### config.mk
export PLATFORM = sky130hd
export DESIGN_NAME = irq_coal_unit
export DESIGN_NICKNAME = d
export VERILOG_FILES = /design/src/rtl/irq_coal_pkg.sv /design/src/rtl/irq_coal_prescaler.sv /design/src/rtl/irq_coal_delay_timer.sv /design/src/rtl/irq_coal_pkt_counter.sv /design/src/rtl/irq_coal_flag_bank.sv /design/src/rtl/irq_coal_unit.sv
export SDC_FILE = /design/constraint.sdc
export NUM_CORES = 1
export LEC_CHECK = 0
export ABC_CLOCK_PERIOD_IN_PS = 3300
export CAP_MARGIN = 20
export CELL_PAD_IN_SITES_DETAIL_PLACEMENT = 0
export CELL_PAD_IN_SITES_GLOBAL_PLACEMENT = 1
export CORE_MARGIN = 2
export CORE_UTILIZATION = 34
export DETAILED_ROUTE_END_ITERATION = 6
export GPL_ROUTABILITY_DRIVEN = 1
export PLACE_DENSITY_LB_ADDON = 0.1
export SETUP_SLACK_MARGIN = 0.05
export SKIP_CTS_REPAIR_TIMING = 1
export SLEW_MARGIN = 25
export SYNTH_ARGS = -nofsm -noshare
export SYNTH_HDL_FRONTEND = slang
export SYNTH_SLANG_ARGS = --single-unit
### constraint.sdc
create_clock -name clk -period 3.3 [get_ports clk]
set_input_delay 0.66 -clock clk [delete_from_list [all_inputs] [get_ports clk]]
set_output_delay 0.66 -clock clk [all_outputs]
set_load 0.02 [all_outputs]
### src/rtl/irq_coal_pkg.sv
package irq_coal_pkg;
    localparam int NFLAG     = 3;
    localparam int FLG_DONE  = 0;
    localparam int FLG_DLY   = 1;
    localparam int FLG_FAULT = 2;

    typedef enum logic {
        TMR_IDLE = 1'b0,
        TMR_RUN  = 1'b1
    } tmr_state_e;
endpackage

### src/rtl/irq_coal_prescaler.sv
module irq_coal_prescaler #(
    parameter int PRESCALE = 4
) (
    input  logic clk,
    input  logic rst_n,
    input  logic tick_en,
    output logic tick
);
    generate
        if (PRESCALE <= 1) begin : g_bypass
            assign tick = tick_en;
        end else begin : g_div
            localparam int PW = $clog2(PRESCALE);
            localparam logic [PW-1:0] LAST = PW'(PRESCALE - 1);
            logic [PW-1:0] pre_q;

            always_ff @(posedge clk) begin
                if (!rst_n) begin
                    pre_q <= '0;
                end else if (tick_en) begin
                    pre_q <= (pre_q == LAST) ? '0 : pre_q + 1'b1;
                end
            end

            assign tick = tick_en && (pre_q == LAST);
        end
    endgenerate
endmodule

### src/rtl/irq_coal_delay_timer.sv
module irq_coal_delay_timer
    import irq_coal_pkg::*;
#(
    parameter int DLY_W = 8
) (
    input  logic             clk,
    input  logic             rst_n,
    input  logic             restart,
    input  logic [DLY_W-1:0] delay_val,
    input  logic             tick,
    output logic [DLY_W-1:0] count,
    output logic             expire
);
    localparam logic [DLY_W-1:0] ONE = DLY_W'(1);

    tmr_state_e       state_q, state_d;
    logic [DLY_W-1:0] cnt_q, cnt_d;
    logic             load;

    assign load = restart && (delay_val != '0);

    // state register
    always_ff @(posedge clk) begin
        if (!rst_n) begin
            state_q <= TMR_IDLE;
            cnt_q   <= '0;
        end else begin
            state_q <= state_d;
            cnt_q   <= cnt_d;
        end
    end

    // next state: arm, rearm, expire
    always_comb begin
        state_d = state_q;
        unique case (state_q)
            TMR_IDLE: if (load) state_d = TMR_RUN;
            TMR_RUN: begin
                if (load)                          state_d = TMR_RUN;
                else if (tick && (cnt_q == ONE))   state_d = TMR_IDLE;
            end
            default: state_d = TMR_IDLE;
        endcase
    end

    // outputs and datapath
    always_comb begin
        cnt_d  = cnt_q;
        expire = 1'b0;
        unique case (state_q)
            TMR_IDLE: begin
                if (load) cnt_d = delay_val;
            end
            TMR_RUN: begin
                if (load) begin
                    cnt_d = delay_val;
                end else if (tick) begin
                    cnt_d  = cnt_q - ONE;
                    expire = (cnt_q == ONE);
                end
            end
            default: cnt_d = '0;
        endcase
    end

    assign count = cnt_q;
endmodule

### src/rtl/irq_coal_pkt_counter.sv
module irq_coal_pkt_counter #(
    parameter int CNT_W        = 8,
    parameter int RESET_THRESH = 1
) (
    input  logic             clk,
    input  logic             rst_n,
    input  logic             reload_req,
    input  logic             done,
    input  logic             expire,
    input  logic [CNT_W-1:0] thresh,
    output logic [CNT_W-1:0] count,
    output logic             fire
);
    localparam logic [CNT_W-1:0] ONE     = CNT_W'(1);
    localparam logic [CNT_W-1:0] RST_VAL = CNT_W'(RESET_THRESH);

    logic [CNT_W-1:0] cnt_q, cnt_d;

    always_comb begin
        fire = done && !reload_req && (cnt_q == ONE);
        if (reload_req || fire || expire) begin
            cnt_d = thresh;
        end else if (done) begin
            cnt_d = cnt_q - ONE;
        end else begin
            cnt_d = cnt_q;
        end
    end

    always_ff @(posedge clk) begin
        if (!rst_n) cnt_q <= RST_VAL;
        else        cnt_q <= cnt_d;
    end

    assign count = cnt_q;
endmodule

### src/rtl/irq_coal_flag_bank.sv
module irq_coal_flag_bank #(
    parameter int NF = 3
) (
    input  logic          clk,
    input  logic          rst_n,
    input  logic [NF-1:0] set,
    input  logic [NF-1:0] clr,
    input  logic [NF-1:0] en,
    output logic [NF-1:0] flags,
    output logic          irq
);
    logic [NF-1:0] flags_q;

    generate
        for (genvar i = 0; i < NF; i++) begin : g_flag
            always_ff @(posedge clk) begin
                if (!rst_n)      flags_q[i] <= 1'b0;
                else if (set[i]) flags_q[i] <= 1'b1;
                else if (clr[i]) flags_q[i] <= 1'b0;
            end
        end
    endgenerate

    assign flags = flags_q;
    assign irq   = |(flags_q & en);
endmodule

### src/rtl/irq_coal_unit.sv
module irq_coal_unit
    import irq_coal_pkg::*;
#(
    parameter int CNT_W        = 8,
    parameter int DLY_W        = 8,
    parameter int PRESCALE     = 4,
    parameter int RESET_THRESH = 1
) (
    input  logic             clk,
    input  logic             rst_n,
    input  logic [CNT_W-1:0] cfg_thresh,
    input  logic [DLY_W-1:0] cfg_delay,
    input  logic [NFLAG-1:0] cfg_irq_en,
    input  logic             cfg_wr,
    input  logic             pkt_done,
    input  logic             tick_en,
    input  logic             fault_set,
    input  logic [NFLAG-1:0] flag_clr,
    output logic [NFLAG-1:0] flags,
    output logic [CNT_W-1:0] pend_count,
    output logic [DLY_W-1:0] delay_count,
    output logic             irq
);
    logic             tick;
    logic             expire;
    logic             fire;
    logic [NFLAG-1:0] set_vec;

    irq_coal_prescaler #(.PRESCALE(PRESCALE)) u_pre (
        .clk     (clk),
        .rst_n   (rst_n),
        .tick_en (tick_en),
        .tick    (tick)
    );

    irq_coal_delay_timer #(.DLY_W(DLY_W)) u_tmr (
        .clk       (clk),
        .rst_n     (rst_n),
        .restart   (pkt_done),
        .delay_val (cfg_delay),
        .tick      (tick),
        .count     (delay_count),
        .expire    (expire)
    );

    irq_coal_pkt_counter #(.CNT_W(CNT_W), .RESET_THRESH(RESET_THRESH)) u_cnt (
        .clk        (clk),
        .rst_n      (rst_n),
        .reload_req (cfg_wr),
        .done       (pkt_done),
        .expire     (expire),
        .thresh     (cfg_thresh),
        .count      (pend_count),
        .fire       (fire)
    );

    always_comb begin
        set_vec            = '0;
        set_vec[FLG_DONE]  = fire;
        set_vec[FLG_DLY]   = expire;
        set_vec[FLG_FAULT] = fault_set;
    end

    irq_coal_flag_bank #(.NF(NFLAG)) u_flg (
        .clk   (clk),
        .rst_n (rst_n),
        .set   (set_vec),
        .clr   (flag_clr),
        .en    (cfg_irq_en),
        .flags (flags),
        .irq   (irq)
    );
endmodule

---- After elaboration in Yosys (flattened, before gate mapping) ----
Index checks and enable logic that the tools add are counted.
word-level totals
  flip-flop bits (word level) ............. 22
  bits of input ports ..................... 28
  output and inout bits ................... 20
  word-level logic and storage cells ...... 52
cells by class
  add/subtract/negate cells ............... 3
  eq/ne operators ......................... 5
  multiplexer cells ....................... 20
  bitwise gates (word level) .............. 2
  reductions and logical operators ........ 15
operator list
  operator                                                number
  two-way mux 8 bit                                       5
  equality test 8 x 1 -> 1 bit (second input constant)    2
  case mux 8 bit (2 select lines)                         1
  subtractor 8 x 1 -> 8 bit (second input constant)       2
  two-way mux 1 bit                                       12
  nonzero test 2 bit                                      4
  nonzero test 8 bit                                      1
  logical AND 1 bit                                       5
  AND 3 bit                                               1
  inequality test 3 x 2 -> 1 bit (second input constant)  1
  OR reduction 3 bit                                      1
  adder 2 x 1 -> 2 bit (second input constant)            1
  equality test 2 bit (second input constant)             1
  logical OR 1 bit                                        2
  two-way mux 2 bit                                       1
  inequality test 2 x 1 -> 1 bit (second input constant)  1
  case mux 1 bit (2 select lines)                         1
  AND reduction 2 bit                                     1
  zero test 1 bit                                         1
  inverter 1 bit                                          1

---- Logic depth before layout (Yosys ltp) ----
Gate-level depths: netlist of the first run.
  depth in word-level cells ............... 7
  depth in mapped cells ................... 7
  depth with buffers taken out ............ 6

---- Hierarchy ----
Synthesis of the first run repeated with hierarchy kept, for this count alone.
unflattened totals
  cells, all modules ...................... 144
  area total of the unflattened synthesis .. 1308.8 µm²
modules (own cells, without submodules)
  module                times used  cells an instance  area an instance (µm²)  seq. area each (µm²)
  irq_coal_delay_timer  1           72                 584.3                   180.2
  irq_coal_pkt_counter  1           52                 506.7                   160.2
  irq_coal_flag_bank    1           11                 115.1                   60.1
  irq_coal_prescaler    1           9                  102.6                   40.0

---- Worst setup path after synthesis of the first run ----
Ideal clock, no wire load.
  kind .................................... in2reg
  start ................................... in cfg_delay[5]
  end ..................................... reg u_cnt.cnt_q[0], in the netlist u_cnt.count[0]
  setup time .............................. 0.072 ns
  arrival time ............................ 1.972 ns
  required time ........................... 3.228 ns
  slack ................................... 1.256 ns
  stages on the path ...................... 5
  buffers on the path ..................... 1
  cells stage by stage .................... or4_1 -> o21ai_2 -> a31o_1 -> buf_6 -> mux2i_1
between the ends
  longest elaborated chain between the ends .. 6
  elaborated cells on any way between the ends .. 7
  those cells by class .................... 3 x mux; 4 x reduce/logical
RTL lines
  item                                                     line                        source
  start: declaration                                       irq_coal_unit.sv:12         input logic [DLY_W-1:0] cfg_delay,
  nonzero test 8 bit *                                     irq_coal_delay_timer.sv:20  assign load = restart && (delay_val != '0);
  logical AND 1 bit *                                      irq_coal_delay_timer.sv:20
  two-way mux 1 bit *                                      irq_coal_delay_timer.sv:55  if (load) begin
  two-way mux 1 bit *                                      irq_coal_delay_timer.sv:50  unique case (state_q)
  logical OR 1 bit *                                       irq_coal_pkt_counter.sv:21  if (reload_req || fire || expire) begin
  two-way mux 8 bit or nonzero test 2 bit (tied branches)  -
  end signal: assignment                                   irq_coal_pkt_counter.sv:32  else cnt_q <= cnt_d;
  end: declaration                                         irq_coal_pkt_counter.sv:17  logic [CNT_W-1:0] cnt_q, cnt_d;
Mark *: on every way between the ends. The rest lies on a longest branch, timed or not.
A chain may end at the register's enable or synchronous reset.

---- Final worst setup path of the first run ----
  start ................................... in cfg_irq_en[0]
  end ..................................... out irq
between the ends
  longest elaborated chain between the ends .. 2
RTL lines
  item                line                      source
  start: declaration  irq_coal_unit.sv:13       input logic [NFLAG-1:0] cfg_irq_en,
  AND 3 bit           irq_coal_flag_bank.sv:25  assign irq = |(flags_q & en);
  OR reduction 3 bit  irq_coal_flag_bank.sv:25
  end: declaration    irq_coal_unit.sv:22       output logic irq
No other way between the ends.

==> flow_summary_export.csv, run 1 <==
group,metric,value,unit
floorplanning,io_pins,48,
finish,antenna-diode-count,0,
detailed_routing,wirelength,3470,µm
synth,synthDistinctLibCells,40,
critical_path,path_class,"in2out",
placement,dp_slack,0.448,ns
synth,synthSimpleGateAreaFrac,26.1,%
timing,tightest_slew,0.481,ns
synth,synth_area,1320,µm²
finish,area_growth,43.9,%
grt,grt_usage,17.3,%
hold_path,min_path_cells,2,
synth,synthArstFlopShare,0,%
synth,synth_fp_nets,195,
detailed_routing,drtIter0Drc,52,
floorplanning,initial_utilization,35.8,%
floorplanning,floorplan.die_area,4400,µm²
synth,synth_edf_count,0,
hold_path,hold_path.class,"reg2reg",
grt,grt_overflow,0,
cts,htree_levels,1,
critical_path,cp-startpoint,"cfg_irq_en[0]",
detailed_routing,via_count,1344,
cts,clk_latency,0.27,ns
placement,hpwl,2710,µm
finish,final_area,1900,µm²
critical_path,r2r_start,"u_cnt.count[2]",
placement,place.gp.congestion,0.870,
synth,synthCells,162,
cts,cts_tree,"yes",
power,powerDensity,404,nW/µm²
synth,synth_top_family_by_area,"simple AND/OR/NAND/NOR gates",
critical_path,timing.rr.end,"u_cnt.count[4]",
critical_path,startpoint_type,"input pin",
critical_path,crit_end,"irq",
flow_run,drv_cap,0,
timing,timing.fmax,376,MHz
synth,ys.flop_type,"dfxtp_1",
finish,drive_gt1_share,4.83,%
synth,syn_avg_cell_area,8.16,µm²
timing,tns,0,ns
detailed_routing,avgRoutedWirePerCell,13.6,µm
timing,relSlewSlack,67.9,%
cts,path_clk_slew,0.09,ns
cts,clock_sinks,22,
detailed_routing,postRouteAntennaNets,0,
grt,grt_pass1_wl,5890,µm
synth,yosysSeqAreaShare,33.3,%
detailed_routing,dr.pass1.iters,4,
floorplanning,die_w,66.3,µm
power,power,769,µW
synth,synth_fa_ha_area_share,4.73,%
synth,synth_compound_area_share,18.8,%
cts,cts_max_path_buffers,2,
grt,grt_antenna_before_repair,0,
detailed_routing,viasPerCell,5.27,
synth,synthMuxAreaShare,6.82,%
critical_path,rrSetupSlack,1.12,ns
cts,clockRootBuffer,"clkbuf_8",
timing,finClkSkew,0.00882,ns
cts,cts_buffers,3,
synth,synth_warnings,0,
grt,grt_start_max_net_pins,21,
timing,hold_violations,0,
floorplanning,coreArea,3690,µm²
floorplanning,die_h,66.3,µm
finish,final_cell_mix,"clkdlybuf4s50_1 (47), dfxtp_1 (22), nand2_1 (15)",
critical_path,critPathRequiredTime,2.64,ns
finish,nets,241,
finish,final_common_cell,"clkdlybuf4s50_1",
power,ir_drop,0.000167,V
critical_path,crit_path_end_kind,"output port",
timing,period_share,80.5,%
power,p_leak,0.740,nW
floorplanning,rows,22,
critical_path,r2r_cells,4,
timing,fin_ws,0.643,ns
critical_path,cp.arrival,2.00,ns
run_status,outcome,"finished clean",
timing,rsz0062_at_grt,"false",
timing,setup_viol,0,
finish,postLayoutCoreUtil,51.6,%
timing,drv_slew,0,
placement,io_buffers,47,
grt,first_global_vias,1282,
timing,period_needed,2.66,ns
synth,ys_seq_elements,22,
placement,place_area,1830,µm²
synth,synthXorXnorAreaFrac,3.98,%
critical_path,crit_fanout,1,
detailed_routing,drc,0,
==> cells in the mapped netlist (all sizes together) (4+ instances only) <==
library cell / instances / area share [%]
a21oi: 9 / 3.4
clkbuf: 6 / 1.7
dfxtp: 22 / 33
ha: 5 / 4.7
inv: 10 / 2.8
mux2i: 9 / 6.8
nand2: 15 / 4.3
nand2b: 5 / 2.4
nand3: 5 / 1.9
nor2: 9 / 2.6
nor3: 10 / 3.8
nor4: 5 / 2.8
o21a: 5 / 2.8
o21ai: 10 / 4.1
or3: 4 / 1.9
or4: 4 / 2.3
==> metal layers <==
metal | global-route usage, % | vias up | part of all wire (%)
met3 | 2.04 | 2 | 4.2
met2 | 28.4 | 36 | 50
met4 | 7.14 | 0 | 0.69
met1 | 22.8 | 631 | 45
met5 | 0 | - | 0
li1 | - | 675 | -
==> state kept, by name, indices dropped and copies added (netlist names) <==
register / flops
u_tmr.count: 8
u_flg.flags: 3
u_cnt.count: 8
u_pre.g_div.pre_q: 2
u_tmr.state_q: 1
==> layout make-up <==
type                    instances  area (µm²)
fillers                       374        1790
multi-input cells             121         800
repair buffers                 50         493
flip-flops and latches         22         440
well taps                      48        60.1
clock buffers                   3        41.3
inverters                      10        37.5
clock inverters                 1        30.0
==> kinds of logic (layout without fill, tap and decap cells) <==
logic type / after synthesis / in the layout
compound gates: 36 / 36
xor+xnor: 6 / 6
fa+ha+maj: 5 / 5
buf+inv: 19 / 64
flops: 22 / 22
mux: 9 / 9
simple gates: 65 / 65
==> through the flow <==
| stage | std cells | hold slack, ns |
|---|---|---|
| floorplan | 162 | 0.465 |
| global placement | 251 | 0.478 |
| detailed placement | 251 | 0.489 |
| CTS | 255 | 0.506 |
| global route | 255 | 0.518 |
| finish | 255 | 0.496 |
==> critical path, stage by stage <==
cell             delay, ns
clkdlybuf4s50_1       0.40
a222oi_1              0.32
inv_1                 0.07
clkdlybuf4s50_1       0.54
==> worst min-delay path by stage <==
stage                         startpoint                   end  slack, ns
floorplan           u_pre.g_div.pre_q[1]  u_pre.g_div.pre_q[1]       0.46
global placement          u_flg.flags[0]        u_flg.flags[0]       0.48
detailed placement        u_flg.flags[0]        u_flg.flags[0]       0.49
CTS                       u_flg.flags[0]        u_flg.flags[0]       0.51
global route              u_flg.flags[1]        u_flg.flags[1]       0.52
finish                    u_flg.flags[0]        u_flg.flags[0]       0.50
==> power by group <==
part           leakage [nW]  internal, mW  total [mW]  switching [mW]
Combinational         0.522         0.104       0.200          0.0957
Sequential            0.182         0.286       0.313          0.0264
Clock                0.0357         0.162       0.256          0.0938
Power figures use the tool's default switching activity.
==> run 2, diff against run 1 <==
ABC_CLOCK_PERIOD_IN_PS = 2700   (was 3300)
CORE_UTILIZATION = 31   (was 34)
clock period = 2.7 ns   (was 3.3 ns; I/O delays follow)
==> run 2 against run 1 <==
  * Non-clock buffer count is 2 higher
  * Utilization fell by 4.7 points
  * Via count fell by 2.1%
  * Worst hold slack worse by 0.0080 ns
  * Critical path depth unchanged
  * Clock power shrank 3%
  * Combinational power is 22% higher
  * Sequential cell count unchanged
  * Count of clock-buffer cells in the layout rose by 1
  * Clock skew is 0.0054 ns lower
  * Power is 14% higher
  * Critical path type unchanged
  * Largest cell class unchanged
  * Largest power group unchanged
==> flow_summary_export.csv, run 2 (synthesized netlist as in run 1, its figures left out) <==
group,metric,value,unit
power,power.switching,266,µW
floorplanning,io_pins,48,
finish,nets,243,
critical_path,crit_path_cell_trace,"clkdlybuf4s50_1, a222oi_1, inv_1, clkdlybuf4s50_1",
cts,cts_buffers,3,
detailed_routing,routedLengthMet1,1550,µm
timing,timing.fmax,412,MHz
grt,grt_usage,14.7,%
floorplanning,die_h,69.3,µm
finish,final_cell_mix,"clkdlybuf4s50_1 (47), dfxtp_1 (22), nand2_1 (15)",
critical_path,cp_top_family,"buffers and inverters",
timing,period_share,89.8,%
detailed_routing,postRouteAntennaNets,0,
timing,finClkSkew,0.00343,ns
power,p_leak,0.743,nW
power,p_int,610,µW
placement,io_buffers,47,
detailed_routing,wirelength,3430,µm
power,clkPwrFrac,28.5,%
power,swShare,30.4,%
placement,place_area,1850,µm²
finish,fillers,385,
power,comb_power_share,27.9,%
critical_path,cp.arrival,1.89,ns
cts,clockRootBuffer,"clkbuf_8",
finish,drive_gt1_share,5.74,%
timing,relSlewSlack,72.4,%
finish,area_growth,44.0,%
cts,cts_max_path_buffers,2,
run_status,outcome,"finished clean",
critical_path,critPathRequiredTime,2.16,ns
hold_path,hold_path.class,"reg2reg",
critical_path,startpoint_type,"input pin",
timing,period_needed,2.43,ns
cts,htree_levels,1,
detailed_routing,dr_wl_met3,162,µm
detailed_routing,dr.max_layer_used,"met4",
detailed_routing,drtIter0Drc,61,
floorplanning,die_w,69.3,µm
floorplanning,rows,23,
floorplanning,initial_utilization,32.6,%
power,seqPwrFrac,43.6,%
finish,antenna-diode-count,0,
detailed_routing,wl_met2,1690,µm
cts,cts_tree,"yes",
finish,final_area,1900,µm²
floorplanning,coreArea,4060,µm²
detailed_routing,avgRoutedWirePerCell,13.2,µm
critical_path,path_class,"in2out",
critical_path,crit_slowest_cell,"clkdlybuf4s50_1",
grt,grt_overflow,0,
timing,hold_violations,0,
cts,path_clk_slew,0.08,ns
grt,first_global_vias,1202,
placement,place.gp.congestion,0.861,
critical_path,critical_path_buf_inv_count,3,
cts,clk_latency,0.27,ns
grt,grt_pass1_wl,5780,µm
timing,setup_viol,0,
flow_run,drv_cap,0,
power,ir_drop,0.000237,V
critical_path,cp_common_cell,"clkdlybuf4s50_1",
floorplanning,floorplan.die_area,4800,µm²
critical_path,cpPeakStageDelay,0.54,ns
critical_path,crit_path_end_kind,"output port",
timing,rsz0062_at_grt,"false",
timing,drv_slew,0,
grt,grt_start_max_net_pins,21,
placement,hpwl,2650,µm
detailed_routing,dr.pass1.iters,5,
detailed_routing,via_count,1316,
grt,grt_antenna_before_repair,0,
critical_path,crit_fanout,1,
timing,tightest_slew,0.410,ns
cts,clock_sinks,22,
detailed_routing,drc,0,
timing,tns,0,ns
power,powerDensity,461,nW/µm²
detailed_routing,viasPerCell,5.08,
finish,final_common_cell,"clkdlybuf4s50_1",
==> run 2: cell count changes in the layout (fill, tap and decap cells not counted), sizes merged <==
| cell | previous run | this run |
|---|---|---|
| bufinv | 1 | 0 |
| buf | 3 | 5 |
| clkbuf | 3 | 4 |
==> run 2: power groups by stage <==
stage          registers (mW)  clock network, mW  logic (mW)
2_1_floorplan           0.408                  0       0.113
3_3_place_gp            0.389                  0       0.244
3_5_place_dp            0.390                  0       0.246
4_1_cts                 0.382              0.257       0.247
5_1_grt                 0.388              0.271       0.267
6_report                0.382              0.249       0.245
==> run 2: worst min-delay path, cell delays in order, from the launching register on <==
cell      delay [ns]
dfxtp_1         0.33
nand2b_1        0.07
a21oi_1         0.05
==> run 2: final timing paths <==
check | end | depth (start not counted) | startpoint | slack, ns
hold / removal | u_flg.flags[1] | 2 | u_flg.flags[1] | 0.49
setup reg to reg | u_cnt.count[2] | 5 | u_tmr.count[3] | 0.70
hold reg to reg | u_flg.flags[1] | 2 | u_flg.flags[1] | 0.49
setup / recovery | irq | 4 | cfg_irq_en[0] | 0.27
==> run 2: final cells by class <==
type | count | area, µm² | share of cell area, %
clock buffer | 4 | 55.1 | 2.89
inverter | 10 | 37.5 | 1.97
multi-input combinational | 121 | 800 | 42.0
sequential | 22 | 440 | 23.1
tap | 50 | 62.6 | 3.29
timing repair buffer | 52 | 508 | 26.7
==> run 2: metal layers <==
metal  up-vias  global-route usage [%]
li1        683                       -
met1       598                    18.7
met2        30                    24.7
met3         5                    3.92
met4         0                    3.92
met5         -                       0
==> run 2: metrics by stage <==
stage / setup WS, ns / power (mW) / hold slack [ns] / std cells / util (%)
after floorplan: 0.776 / 0.522 / 0.465 / 162 / -
after global placement: 0.207 / 0.633 / 0.480 / 255 / 45.5
after detailed placement: 0.116 / 0.636 / 0.481 / 255 / 45.5
after CTS: 0.263 / 0.887 / 0.493 / 259 / 46.9
after global routing: 0.222 / 0.925 / 0.532 / 259 / 46.9
final: 0.275 / 0.876 / 0.488 / 259 / 46.9
==> run 3, diff against run 2 <==
CELL_PAD_IN_SITES_DETAIL_PLACEMENT = 1   (was 0)
SKIP_LAST_GASP = 1   (was not set)
SLEW_MARGIN = 20   (was 25)
==> run 3 against run 2 <==
  * Count of clock-buffer cells in the layout decreased by 1
  * Routed wire length up 21%
  * Worst hold slack improved by 0.0076 ns
  * First-iteration DRC count decreased by 15%
  * Critical path depth is the same
  * Final area increased by 0.85%
  * Non-clock buffer count did not move
  * Cell count unchanged
  * Clock power rose by 26%
  * Fmax increased by 0.99%
  * Sequential share of layout area fell by 0.20 points
==> flow_summary_export.csv, run 3 (synthesized netlist as in run 1, its figures left out) <==
group,metric,value,unit
run_status,outcome,"finished clean",
timing,relSlewSlack,70.0,%
timing,setup_viol,0,
cts,cts_buffers,3,
detailed_routing,dr.pass1.iters,4,
detailed_routing,drc,0,
power,ir_drop,0.000314,V
cts,clk_latency,0.27,ns
floorplanning,die_h,69.3,µm
detailed_routing,via_count,1378,
timing,hold_violations,0,
cts,clock_sinks,22,
critical_path,cp.arrival,1.86,ns
cts,cts_max_path_buffers,2,
cts,clockRootBuffer,"clkbuf_8",
placement,hpwl,3190,µm
cts,htree_levels,1,
grt,grt_pass1_wl,7030,µm
grt,grt_antenna_before_repair,0,
timing,rsz0062_at_grt,"false",
finish,drive_gt1_share,5.74,%
timing,finClkSkew,0.00609,ns
grt,grt_overflow,0,
placement,place.gp.congestion,0.861,
floorplanning,initial_utilization,32.6,%
floorplanning,coreArea,4060,µm²
detailed_routing,avgRoutedWirePerCell,16.0,µm
grt,grt_usage,17.7,%
critical_path,critPathRequiredTime,2.16,ns
critical_path,crit_path_end_kind,"output port",
power,swShare,28.6,%
flow_run,drv_cap,0,
finish,seq_area,440,µm²
critical_path,path_class,"in2out",
detailed_routing,drtIter0Drc,52,
timing,drv_slew,0,
critical_path,startpoint_type,"input pin",
critical_path,crit_fanout,1,
power,seqPwrFrac,40.5,%
finish,nets,243,
finish,final_cell_mix,"clkdlybuf4s50_1 (47), dfxtp_1 (22), nand2_1 (15)",
floorplanning,die_w,69.3,µm
detailed_routing,wirelength,4130,µm
critical_path,crit_slowest_cell,"clkdlybuf4s50_1",
cts,cts_tree,"yes",
power,powerDensity,495,nW/µm²
timing,tightest_slew,0.447,ns
timing,holdWs,0.496,ns
power,p_int,678,µW
finish,fillers,489,
power,p_leak,0.749,nW
critical_path,crit_path_cell_trace,"clkdlybuf4s50_1, a222oi_1, inv_1, clkdlybuf4s50_1",
finish,antenna-diode-count,0,
detailed_routing,postRouteAntennaNets,0,
floorplanning,rows,23,
finish,final_common_cell,"clkdlybuf4s50_1",
critical_path,cp_common_cell,"clkdlybuf4s50_1",
critical_path,cp_top_family,"buffers and inverters",
power,power.switching,271,µW
finish,area_growth,45.3,%
grt,grt_start_max_net_pins,21,
timing,period_share,89.0,%
cts,path_clk_slew,0.09,ns
timing,period_needed,2.40,ns
power,comb_power_share,26.5,%
floorplanning,io_pins,48,
detailed_routing,viasPerCell,5.32,
power,clkPwrFrac,32.9,%
grt,first_global_vias,1420,
power,power,949,µW
critical_path,cpPeakStageDelay,0.54,ns
floorplanning,floorplan.die_area,4800,µm²
hold_path,hold_path.class,"reg2reg",
placement,io_buffers,47,
timing,timing.fmax,416,MHz
finish,multi_input_area,800,µm²
critical_path,critical_path_buf_inv_count,3,
timing,tns,0,ns
==> run 3: changes by cell type in the layout (fill, tap and decap cells not counted) <==
| cell | before | now |
|---|---|---|
| bufinv_16 | 0 | 1 |
| clkbuf_8 | 4 | 3 |
==> run 3: cell type report <==
class                           count  share of cell area (%)
Clock buffer                        3                    2.15
Clock inverter                      1                    1.56
Inverter                           10                    1.96
Multi-Input combinational cell    121                    41.7
Sequential cell                    22                    22.9
Tap cell                           50                    3.26
Timing Repair Buffer               52                    26.5
==> run 3: worst paths after layout <==
check / from / depth (start not counted) / slack [ns] / to
worst min-delay path: u_flg.flags[0] / 2 / 0.50 / u_flg.flags[0]
worst max register to register: u_cnt.count[2] / 5 / 0.64 / u_cnt.count[6]
worst max-delay path: cfg_irq_en[0] / 4 / 0.30 / irq
worst min register to register: u_flg.flags[0] / 2 / 0.50 / u_flg.flags[0]
==> run 3: layer usage <==
layer  GRT usage, %  wire [µm]
met2           33.9       2270
met3           3.63        106
met4           1.96         17
met5              0          0
met1           20.8       1740
==> run 3: through the flow <==
| stage | setup WS, ns | instance area, µm² | cells | utilization, % |
|---|---|---|---|---|
| after global routing | 0.220 | 1920 | 259 | 47.3 |
| after detailed placement | 0.116 | 1850 | 255 | 45.5 |
| after CTS | 0.290 | 1920 | 259 | 47.3 |
| after floorplan | 0.776 | 1320 | 162 | - |
| after global placement | 0.207 | 1850 | 255 | 45.5 |
| final | 0.298 | 1920 | 259 | 47.3 |
==> run 3: tightest hold or removal path, cell delays in order (launching register included) <==
cell	delay (ns)
dfxtp_1	0.33
nand2b_1	0.07
a21oi_1	0.05
==> run 3: power by group through the flow <==
stage	registers (mW)	clock network (mW)	logic [mW]
after floorplan	0.408	0	0.113
after global placement	0.389	0	0.244
after detailed placement	0.392	0	0.252
after CTS	0.384	0.321	0.255
after global routing	0.390	0.335	0.274
final	0.385	0.313	0.252
